--- config.mk ---
export PLATFORM = sky130hd
export DESIGN_NAME = ssp_status_front
export DESIGN_NICKNAME = d
export VERILOG_FILES = /design/src/rtl/ssp_pkg.sv /design/src/rtl/ssp_bit_shifter.sv /design/src/rtl/ssp_status_reg.sv /design/src/rtl/ssp_status_front.sv
export SDC_FILE = /design/constraint.sdc
export NUM_CORES = 1
export LEC_CHECK = 0
export ABC_AREA = 1
export BUFFER_PORTS_ARGS = -buffer_cell sky130_fd_sc_hd__buf_2
export CORE_UTILIZATION = 55
export DETAILED_ROUTE_END_ITERATION = 7
export PLACE_DENSITY = 0.78
export SYNTH_ARGS = -nofsm -noshare
export SYNTH_HDL_FRONTEND = slang
export SYNTH_SLANG_ARGS = --single-unit
--- constraint.sdc ---
create_clock -name clk -period 2.9 [get_ports clk]
set_input_delay 0.145 -clock clk [delete_from_list [all_inputs] [get_ports clk]]
set_output_delay 0.145 -clock clk [all_outputs]
set_load 0.02 [all_outputs]
--- src/rtl/ssp_pkg.sv ---
package ssp_pkg;

  localparam logic [7:0] OP_ARM   = 8'h06;
  localparam logic [7:0] OP_WRSTS = 8'h01;
  localparam logic [7:0] OP_RDSTS = 8'h05;

  // Writable protection fields: {enable, bp_hi, bp_lo}
  typedef struct packed {
    logic wpen;
    logic bp1;
    logic bp0;
  } prot_t;

  function automatic logic [7:0] status_byte(prot_t p, logic wel, logic busy);
    return {p.wpen, 3'b000, p.bp1, p.bp0, wel, busy};
  endfunction

  function automatic prot_t prot_from_byte(logic [7:0] d);
    prot_t p;
    p.wpen = d[7];
    p.bp1  = d[3];
    p.bp0  = d[2];
    return p;
  endfunction

  function automatic logic wp_blocks(logic wpen, logic wp_n);
    return wpen & ~wp_n;
  endfunction

endpackage

--- src/rtl/ssp_bit_shifter.sv ---
module ssp_bit_shifter #(
  parameter int CNT_W = 5
) (
  input  logic             clk,
  input  logic             rst_n,
  input  logic             sck,
  input  logic             cs_n,
  input  logic             mosi,
  output logic             sck_rise,
  output logic             sck_fall,
  output logic             cs_rise,
  output logic [CNT_W-1:0] bit_cnt,
  output logic [7:0]       opcode,
  output logic [7:0]       data
);

  localparam logic [CNT_W-1:0] CNT_MAX = '1;

  logic       sck_q, cs_q;
  logic [7:0] sh_q, op_q;
  logic [CNT_W-1:0] cnt_q;

  assign sck_rise = sck & ~sck_q & ~cs_n;
  assign sck_fall = ~sck & sck_q & ~cs_n;
  assign cs_rise  = cs_n & ~cs_q;
  assign bit_cnt  = cnt_q;
  assign opcode   = op_q;
  assign data     = sh_q;

  always_ff @(posedge clk or negedge rst_n) begin
    if (!rst_n) begin
      sck_q <= 1'b0;
      cs_q  <= 1'b1;
      sh_q  <= '0;
      op_q  <= '0;
      cnt_q <= '0;
    end else begin
      sck_q <= sck;
      cs_q  <= cs_n;
      if (cs_n) begin
        cnt_q <= '0;
      end else if (sck_rise) begin
        sh_q <= {sh_q[6:0], mosi};
        if (cnt_q == CNT_W'(7)) op_q <= {sh_q[6:0], mosi};
        if (cnt_q != CNT_MAX) cnt_q <= cnt_q + 1'b1;
      end
    end
  end

  AST_CNT_CLEARED: assert property (@(posedge clk) disable iff (!rst_n)
    cs_n |=> (cnt_q == '0));

endmodule

--- src/rtl/ssp_status_reg.sv ---
module ssp_status_reg
  import ssp_pkg::*;
#(
  parameter int WRITE_CYCLES = 400
) (
  input  logic       clk,
  input  logic       rst_n,
  input  logic       arm_req,
  input  logic       wr_req,
  input  logic [7:0] wr_data,
  output logic [7:0] status,
  output prot_t      prot,
  output logic       busy,
  output logic       wr_start
);

  localparam int CW = $clog2(WRITE_CYCLES + 1);

  prot_t       prot_q;
  logic        wel_q, busy_q, start_q;
  logic [CW-1:0] cnt_q;
  logic        accept;

  assign accept   = wr_req & wel_q & ~busy_q;
  assign status   = status_byte(prot_q, wel_q, busy_q);
  assign prot     = prot_q;
  assign busy     = busy_q;
  assign wr_start = start_q;

  always_ff @(posedge clk or negedge rst_n) begin
    if (!rst_n) begin
      prot_q  <= '0;
      wel_q   <= 1'b0;
      busy_q  <= 1'b0;
      start_q <= 1'b0;
      cnt_q   <= '0;
    end else begin
      start_q <= accept;
      if (accept) begin
        prot_q <= prot_from_byte(wr_data);
        busy_q <= 1'b1;
        cnt_q  <= CW'(WRITE_CYCLES);
      end else if (busy_q) begin
        if (cnt_q == CW'(1)) begin
          busy_q <= 1'b0;
          wel_q  <= 1'b0;
          cnt_q  <= '0;
        end else begin
          cnt_q <= cnt_q - 1'b1;
        end
      end else if (arm_req) begin
        wel_q <= 1'b1;
      end
    end
  end

  AST_LAUNCH_NEEDS_WEL: assert property (@(posedge clk) disable iff (!rst_n)
    $rose(busy_q) |-> $past(wel_q));
  AST_PROT_ONLY_ON_LAUNCH: assert property (@(posedge clk) disable iff (!rst_n)
    !$stable(prot_q) |-> $rose(busy_q));
  AST_PROT_FROZEN_BUSY: assert property (@(posedge clk) disable iff (!rst_n)
    (busy_q && $past(busy_q)) |-> $stable(prot_q));
  AST_WEL_CLEARS_AT_END: assert property (@(posedge clk) disable iff (!rst_n)
    $fell(busy_q) |-> !wel_q);

endmodule

--- src/rtl/ssp_status_front.sv ---
module ssp_status_front
  import ssp_pkg::*;
#(
  parameter int WRITE_CYCLES = 400,
  parameter int CNT_W        = 5
) (
  input  logic clk,
  input  logic rst_n,
  input  logic spi_sck,
  input  logic spi_cs_n,
  input  logic spi_mosi,
  input  logic spi_wp_n,
  output logic spi_miso,
  output logic spi_miso_oe,
  output logic wr_cycle_start
);

  localparam logic [CNT_W-1:0] ARM_BITS = CNT_W'(8);
  localparam logic [CNT_W-1:0] WR_BITS  = CNT_W'(16);

  logic             sck_rise, sck_fall, cs_rise;
  logic [CNT_W-1:0] bit_cnt;
  logic [7:0]       opcode, rx_data, status;
  prot_t            prot;
  logic             busy;

  // Named decode events
  logic arm_req, wr_req, wp_now, rd_phase;
  logic cancel_q;
  logic [7:0] out_sh_q;
  logic [2:0] out_cnt_q;
  logic       oe_q;

  ssp_bit_shifter #(.CNT_W(CNT_W)) u_shift (
    .clk      (clk),
    .rst_n    (rst_n),
    .sck      (spi_sck),
    .cs_n     (spi_cs_n),
    .mosi     (spi_mosi),
    .sck_rise (sck_rise),
    .sck_fall (sck_fall),
    .cs_rise  (cs_rise),
    .bit_cnt  (bit_cnt),
    .opcode   (opcode),
    .data     (rx_data)
  );

  assign wp_now   = wp_blocks(prot.wpen, spi_wp_n);
  assign arm_req  = cs_rise & (opcode == OP_ARM) & (bit_cnt == ARM_BITS);
  assign wr_req   = cs_rise & (opcode == OP_WRSTS) & (bit_cnt == WR_BITS)
                    & ~cancel_q & ~wp_now;
  assign rd_phase = ~spi_cs_n & (opcode == OP_RDSTS) & (bit_cnt >= ARM_BITS);

  ssp_status_reg #(.WRITE_CYCLES(WRITE_CYCLES)) u_status (
    .clk      (clk),
    .rst_n    (rst_n),
    .arm_req  (arm_req),
    .wr_req   (wr_req),
    .wr_data  (rx_data),
    .status   (status),
    .prot     (prot),
    .busy     (busy),
    .wr_start (wr_cycle_start)
  );

  // Sticky protect request seen during the current frame
  always_ff @(posedge clk or negedge rst_n) begin
    if (!rst_n)        cancel_q <= 1'b0;
    else if (spi_cs_n) cancel_q <= 1'b0;
    else if (wp_now)   cancel_q <= 1'b1;
  end

  // Status read-out: reload every 8 bits so the live value repeats
  always_ff @(posedge clk or negedge rst_n) begin
    if (!rst_n) begin
      out_sh_q  <= '0;
      out_cnt_q <= '0;
      oe_q      <= 1'b0;
    end else if (spi_cs_n) begin
      out_cnt_q <= '0;
      oe_q      <= 1'b0;
    end else if (sck_fall && rd_phase) begin
      oe_q      <= 1'b1;
      out_cnt_q <= out_cnt_q + 1'b1;
      if (out_cnt_q == 3'd0) out_sh_q <= status;
      else                   out_sh_q <= {out_sh_q[6:0], 1'b0};
    end
  end

  assign spi_miso    = out_sh_q[7];
  assign spi_miso_oe = oe_q;

  AST_OE_OFF_DESELECTED: assert property (@(posedge clk) disable iff (!rst_n)
    spi_cs_n |=> !spi_miso_oe);
  AST_CANCEL_HOLDS: assert property (@(posedge clk) disable iff (!rst_n)
    (cancel_q && cs_rise) |=> !wr_cycle_start);
  AST_NO_START_WHILE_BUSY: assert property (@(posedge clk) disable iff (!rst_n)
    busy |=> !wr_cycle_start);

endmodule

==> reports/metrics.yaml, run 1 <==
outcome:
  run_status: "completed"
clock_network:
  cts_root_buffer: "sky130_fd_sc_hd__clkbuf_8"
  tritoncts: "built"
  hold_buffers: 2
  cts.sinks: 51
  cts.repair.resized: 0
  cts.path.max_buffers: 2
  tritoncts.num_buffers: 5
  clock_insertion_delay_worst_skew_ps: 300
  htree_levels: 2
  clk_pin_slew_worst_paths_ps: 80
  post_cts_setup_repair_buffer_count: 0
drt:
  drt-vias-per-instance: 5.18
  routed_wirelength_mm: 4.07
  detail_route.iter0.violations: 104
  detail_route.drc_violations: 0
  ant_nets: 0
  first_pass_iteration_count_of_the_detailed_router: 4
  vias: 1746
  route.detailed.wl_per_inst_um: 12.1
die:
  die_height_um: 69.0
  initial_utilization: 0.571
  die_width_um: 69.0
  floorplan.die_area_um2: 4770
  core_area_um2: 4320
  core.rowCount: 24
  pin_count: 9
timing:
  finalSetupTns_ps: 0
  rsz0062_at_grt: "false"
  timing_worst_slew_pin_value_ps: 427
  post-route-period-util: 0.613
  maxSlewHeadroom: 0.715
  max_freq_mhz: 563
  maxSlewViolCount: 0
  worst_slack_ps: 1120
  final-hold-violation-count: 0
  min_period_ps: 1780
  setup_violations: 0
  worst_clock_skew_ps: 9.51
grt:
  wire_length_of_the_first_global_routing_pass_mm: 7.54
  grt_antenna_before_repair: 0
  grt_start_max_net_pins: 34
  grt-ovfl-total: 0
  track_usage: 0.198
  grt_pass1_vias: 1731
pwr:
  power-per-cell-area_nw_per_um2: 455
  vdd_drop_max_mv: 0.245
  total_leakage_power_uw: 0.00127
placement:
  place_ws_ps: 1150
  port_buffers: 8
  place_congestion: 0.794
  dp_hpwl_mm: 2.88
finish:
  multi_input_area_um2: 1020
  diodes: 0
  layout-area-overhead-vs-synth_pct: 7.24
  num-nets-final: 297
  regArea_um2: 1280
  num-fill-cells: 400
  layout-drive-gt1-share: 0.172
logic_synthesis:
  synth.cells.most_frequent: "sky130_fd_sc_hd__nand2_1, sky130_fd_sc_hd__dfrtp_1, sky130_fd_sc_hd__inv_1"
  synth.top_cells.by_area: "sky130_fd_sc_hd__dfrtp_1, sky130_fd_sc_hd__nand2_1, sky130_fd_sc_hd__o21ai_0"
  asyncSetResetFlopFracSynth: 1.00
  share_of_yosys_cell_area_claimed_by_the_top_area_cell_type: 0.506
  synth-edff-count: 0
  yosysTopAreaCell: "sky130_fd_sc_hd__dfrtp_1"
  ys_seq_elements: 51
  synthMostInstantiatedCell: "sky130_fd_sc_hd__nand2_1"
  synth_fp_nets: 283
  post_synth_num_cell_types: 33
  netlist_instances: 270
  synth_sequential_area_ratio: 0.517
  post_synth_instance_area_um2: 2470
  average_instance_area_after_synthesis_um2: 9.15
  yosys_most_used_dff: "sky130_fd_sc_hd__dfrtp_1"
  number_of_warnings_issued_by_yosys: 0
min_path:
  min-delay-path-class: "in2reg"
setup_path:
  worst-path-buf-inv: 0
  worstPathArrival_ps: 1960
  crit_path_end_kind: "register"
  worst-setup-path-type: "reg2reg"
  critical_path.slowest_cell: "sky130_fd_sc_hd__dfrtp_1"
  critical_path_s_largest_stage_delay_ps: 400
  timing.critical_path.required_ps: 3090
  critical_path.startpoint_type: "register"
  critPathTopFamily: "simple AND/OR/NAND/NOR gates"
  crit_path_cell_trace: "ha_1 -> nand2_1 -> nor2_1 -> ha_1 -> nor2_1 -> nand4_1 -> o21ai_0 -> a21oi_1"
  crit_path_max_fanout: 6
job:
  cap_viol_max_count: 0
-- report_power, final --
group	switching, µW	total (µW)	internal [µW]
combinational	45.5	63.7	18.2
sequential	10.8	745	734
clock	228	397	169
total	284	1210	921
-- cells by family (layout without fill, tap and decap cells) --
group	Yosys count	count (layout)	share of synthesized area
AND/OR/NAND/NOR	115	115	0.236
flip-flops	51	51	0.517
AO/OA/AOI/OAI	49	49	0.113
buffers and inverters	41	56	0.0719
adder cells (fa/ha/maj)	7	7	0.0354
XOR/XNOR	4	4	0.0142
multiplexers	3	3	0.0122
-- worst paths after layout --
kind,startpoint,endpoint,depth (start not counted),slack [ps]
hold reg to reg,spi_miso_oe,spi_miso_oe,2,490
max in group asynchronous,rst_n,u_shift.cs_q,3,1790
min in group asynchronous,rst_n,u_status.cnt_q[7],2,300
setup reg to reg,u_shift.bit_cnt[0],u_shift.bit_cnt[3],8,1120
hold / removal,spi_cs_n,u_shift.cs_q,1,20
setup / recovery,u_shift.bit_cnt[0],u_shift.bit_cnt[3],8,1120
-- state kept, by name, indices dropped and copies added, names as in the netlist, 3 cells and up --
| name | cells |
|---|---|
| u_shift.opcode | 8 |
| out_cnt_q | 3 |
| u_shift.data | 8 |
| u_status.prot | 3 |
| out_sh_q | 8 |
| u_status.cnt_q | 9 |
| u_shift.bit_cnt | 5 |
-- stage by stage --
| stage | instance area [µm²] | hold WS (ps) | util | total power, µW | cells |
|---|---|---|---|---|---|
| floorplan | 2470 | -151 | - | 791 | 270 |
| global placement | 2540 | 112 | 0.589 | 820 | 327 |
| detailed placement | 2540 | 113 | 0.589 | 822 | 327 |
| CTS | 2650 | 18.3 | 0.613 | 1220 | 337 |
| global route | 2650 | 18.4 | 0.613 | 1260 | 337 |
| finish | 2650 | 23.1 | 0.613 | 1210 | 337 |
-- metal layers --
metal	vias to the layer above	global-route usage	part of all wire
met1	835	0.264	0.50
met5	-	0	0
met2	16	0.319	0.46
met4	0	0.0680	0.014
li1	891	-	-
met3	4	0.0439	0.027
-- final cells by class --
type | instances | area share
clock inverter | 2 | 0.00472
sequential | 51 | 0.482
inverter | 37 | 0.0524
clock buffer | 6 | 0.0274
timing repair buffer | 11 | 0.0255
multi-input combinational | 178 | 0.383
tap | 52 | 0.0246
-- layout by cell type, fill, tap and decap left out, types with 2 or more instances in the layout --
cell                            Yosys  routed
sky130_fd_sc_hd__a21oi_1            5       5
sky130_fd_sc_hd__buf_2              1       8
sky130_fd_sc_hd__clkbuf_8           0       5
sky130_fd_sc_hd__dfrtp_1           50      50
sky130_fd_sc_hd__dlygate4sd3_1      0       2
sky130_fd_sc_hd__ha_1               7       7
sky130_fd_sc_hd__inv_1             33      33
sky130_fd_sc_hd__inv_2              4       4
sky130_fd_sc_hd__mux2i_1            3       3
sky130_fd_sc_hd__nand2_1           61      61
sky130_fd_sc_hd__nand2_2            5       5
sky130_fd_sc_hd__nand2_4            2       2
sky130_fd_sc_hd__nand3_1           12      12
sky130_fd_sc_hd__nand3_2            2       2
sky130_fd_sc_hd__nand4_1            2       2
sky130_fd_sc_hd__nor2_1            17      17
sky130_fd_sc_hd__nor2_2             6       6
sky130_fd_sc_hd__nor2_4             2       2
sky130_fd_sc_hd__o21ai_0           28      28
sky130_fd_sc_hd__o21ai_1            4       4
sky130_fd_sc_hd__o21ai_2            6       6
sky130_fd_sc_hd__o22ai_1            3       3
sky130_fd_sc_hd__xor2_1             3       3
Note: power is estimated with default switching activity, not from simulation.
==> run 2: changes to the inputs <==
==> constraint.sdc (replaced) <==
create_clock -name clk -period 1.7 [get_ports clk]
set_input_delay 0.085 -clock clk [delete_from_list [all_inputs] [get_ports clk]]
set_output_delay 0.085 -clock clk [all_outputs]
set_load 0.02 [all_outputs]
==> reports/metrics.yaml, run 2 (synthesis gave the netlist of run 1 again) <==
finish:
  num-nets-final: 301  # +1.3%
  largest_reg_flops: 9  # unchanged
  layout-drive-gt1-share: 0.183  # +0.0115
  final_common_cell: "sky130_fd_sc_hd__nand2_1"
  top_reg_by_flops: "u_status.cnt_q"
  diodes: 0  # unchanged
  layout_common_cells: "sky130_fd_sc_hd__nand2_1, sky130_fd_sc_hd__dfrtp_1, sky130_fd_sc_hd__inv_1"
  post_route_cell_area_um2: 2720  # +2.6%
  layout-area-overhead-vs-synth_pct: 10.1
  post_layout_nonfiller_instances: 341  # +1.2%
clock_network:
  htree_levels: 2  # unchanged
  tritoncts.num_buffers: 5  # unchanged
  clock_insertion_delay_worst_skew_ps: 310  # about the same
  cts.sinks: 51  # unchanged
  post_cts_setup_repair_buffer_count: 0  # unchanged
  clk_pin_slew_worst_paths_ps: 90  # about the same
  cts.path.max_buffers: 2  # unchanged
  cts_root_buffer: "sky130_fd_sc_hd__clkbuf_8"
  tritoncts: "built"
die:
  die_height_um: 69.0  # unchanged
  initial_utilization: 0.571  # unchanged
  core_area_um2: 4320  # unchanged
  die_width_um: 69.0  # unchanged
  floorplan.die_area_um2: 4770  # unchanged
  pin_count: 9  # unchanged
  core.rowCount: 24  # unchanged
setup_path:
  critical_path.startpoint_type: "register"
  crit_path_cell_trace: "ha_1 -> nand2_1 -> nor2_1 -> ha_1 -> nor2_4 -> buf_4 -> a21oi_1 -> a211oi_1"
  critical_path.endpoint: "u_shift.bit_cnt[2]"
  critical_path_s_largest_stage_delay_ps: 410  # about the same
  setup.worst_path.start: "u_shift.bit_cnt[0]"
  rr_worst_depth: 8  # unchanged
  worst-setup-path-type: "reg2reg"
  critical_path.slowest_cell: "sky130_fd_sc_hd__dfrtp_1"
  crit_path_end_kind: "register"
  rr_startpoint: "u_shift.bit_cnt[0]"
  rr_endpoint: "u_shift.bit_cnt[2]"
  regToRegSetupSlack_ps: 150  # -980 ps
  worstPathArrival_ps: 1780  # -180 ps
  cpMostUsedCell: "sky130_fd_sc_hd__ha_1"
  timing.critical_path.required_ps: 1920  # -1170 ps
  crit_path_max_fanout: 4  # -2
drt:
  detail_route.drc_violations: 0  # unchanged
  ant_nets: 0  # unchanged
  vias: 1769  # +1.3%
  detail_route.iter0.violations: 150  # +44%
  routed_wirelength_mm: 4.25  # +4.4%
  first_pass_iteration_count_of_the_detailed_router: 4  # unchanged
  route.detailed.wl_per_inst_um: 12.5  # +3.2%
  drt-vias-per-instance: 5.19  # +0.13%
placement:
  dpl-instance-area_um2: 2560  # +0.59%
  dp_hpwl_mm: 2.93  # +1.7%
  placed_cells: 329  # +0.61%
  place_congestion: 0.788  # -0.69%
  port_buffers: 8  # unchanged
grt:
  grt_pass1_vias: 1747  # +0.92%
  grt-ovfl-total: 0  # unchanged
  grt_start_max_net_pins: 52  # +53%
  wire_length_of_the_first_global_routing_pass_mm: 7.53  # -0.19%
  track_usage: 0.199  # +0.00133
  grt_antenna_before_repair: 0  # unchanged
pwr:
  vdd_drop_max_mv: 0.540  # +120%
  power-per-cell-area_nw_per_um2: 824  # +81%
  total_leakage_power_uw: 0.00131  # +2.8%
timing:
  min_period_ps: 1550  # -222 ps
  finalSetupTns_ps: 0  # unchanged
  maxSlewViolCount: 0  # unchanged
  worst_clock_skew_ps: 7.82  # -1.69 ps
  rsz0062_at_grt: "false"
  final-hold-violation-count: 0  # unchanged
  timing_worst_slew_pin_value_ps: 644  # +218 ps
  post-route-period-util: 0.914  # +0.302
  setup_violations: 0  # unchanged
  max_freq_mhz: 643  # +14%
  maxSlewHeadroom: 0.570  # -0.145
min_path:
  hold_path.startpoint: "spi_wp_n"
  min-delay-path-class: "in2reg"
outcome:
  run_status: "completed"
job:
  cap_viol_max_count: 0  # unchanged
==> run 2: where the power goes <==
part | leakage [µW] | internal, µW | total [µW] | switching (µW)
logic | 0.000601 | 37.3 | 117 | 79.6
registers | 0.000648 | 1250 | 1270 | 19.6
clock network | 0.0000581 | 439 | 852 | 414
==> run 2: per-stage QoR <==
step / total power (µW) / hold slack [ps] / utilization / worst slack (ps)
after floorplan: 1350 / -211 / - / 138
after global placement: 1400 / 220 / 0.592 / 141
after detailed placement: 1410 / 233 / 0.592 / 48.3
after CTS: 2260 / 51.7 / 0.627 / 34.7
after global routing: 2320 / 81.5 / 0.629 / 26.0
final: 2240 / 57.1 / 0.629 / 146
==> run 2: area by class of cell <==
class	instances	area, µm²
Multi-Input combinational cell	178	1020
Inverter	37	139
Clock buffer	5	68.8
Clock inverter	3	43.8
Sequential cell	51	1280
Timing Repair Buffer	15	103
Tap cell	52	65.1
Fill cell	371	1600
==> run 2: worst min-delay path by stage <==
stage / to / depth (start not counted)
6_report: cancel_q / 4
5_1_grt: cancel_q / 4
4_1_cts: cancel_q / 4
3_5_place_dp: u_shift.sck_q / 1
3_3_place_gp: u_shift.sck_q / 1
2_1_floorplan: cancel_q / 0
==> run 2: critical path: cells and delay by family, from the launching register on <==
kind	cells	cell delay [ps]
AO/OA/AOI/OAI	2	200
adder cells (fa/ha/maj)	2	440
buffers and inverters	1	140
flip-flops	1	410
AND/OR/NAND/NOR	3	290
==> run 2: per-layer routing <==
layer	wire, µm	track usage	share of wire	up-vias
li1	-	-	-	898
met5	0	0	0	-
met3	110	0.0482	0.026	5
met2	2030	0.329	0.48	19
met4	57	0.0703	0.013	0
met1	2050	0.255	0.48	847
==> run 2: repair_timing <==
action | CTS | global route
hold endpoints to repair | 53 | 0
endpoints found under the setup margin | 0 | 3
hold buffers | 4 | 0
gates resized for setup | 0 | 3
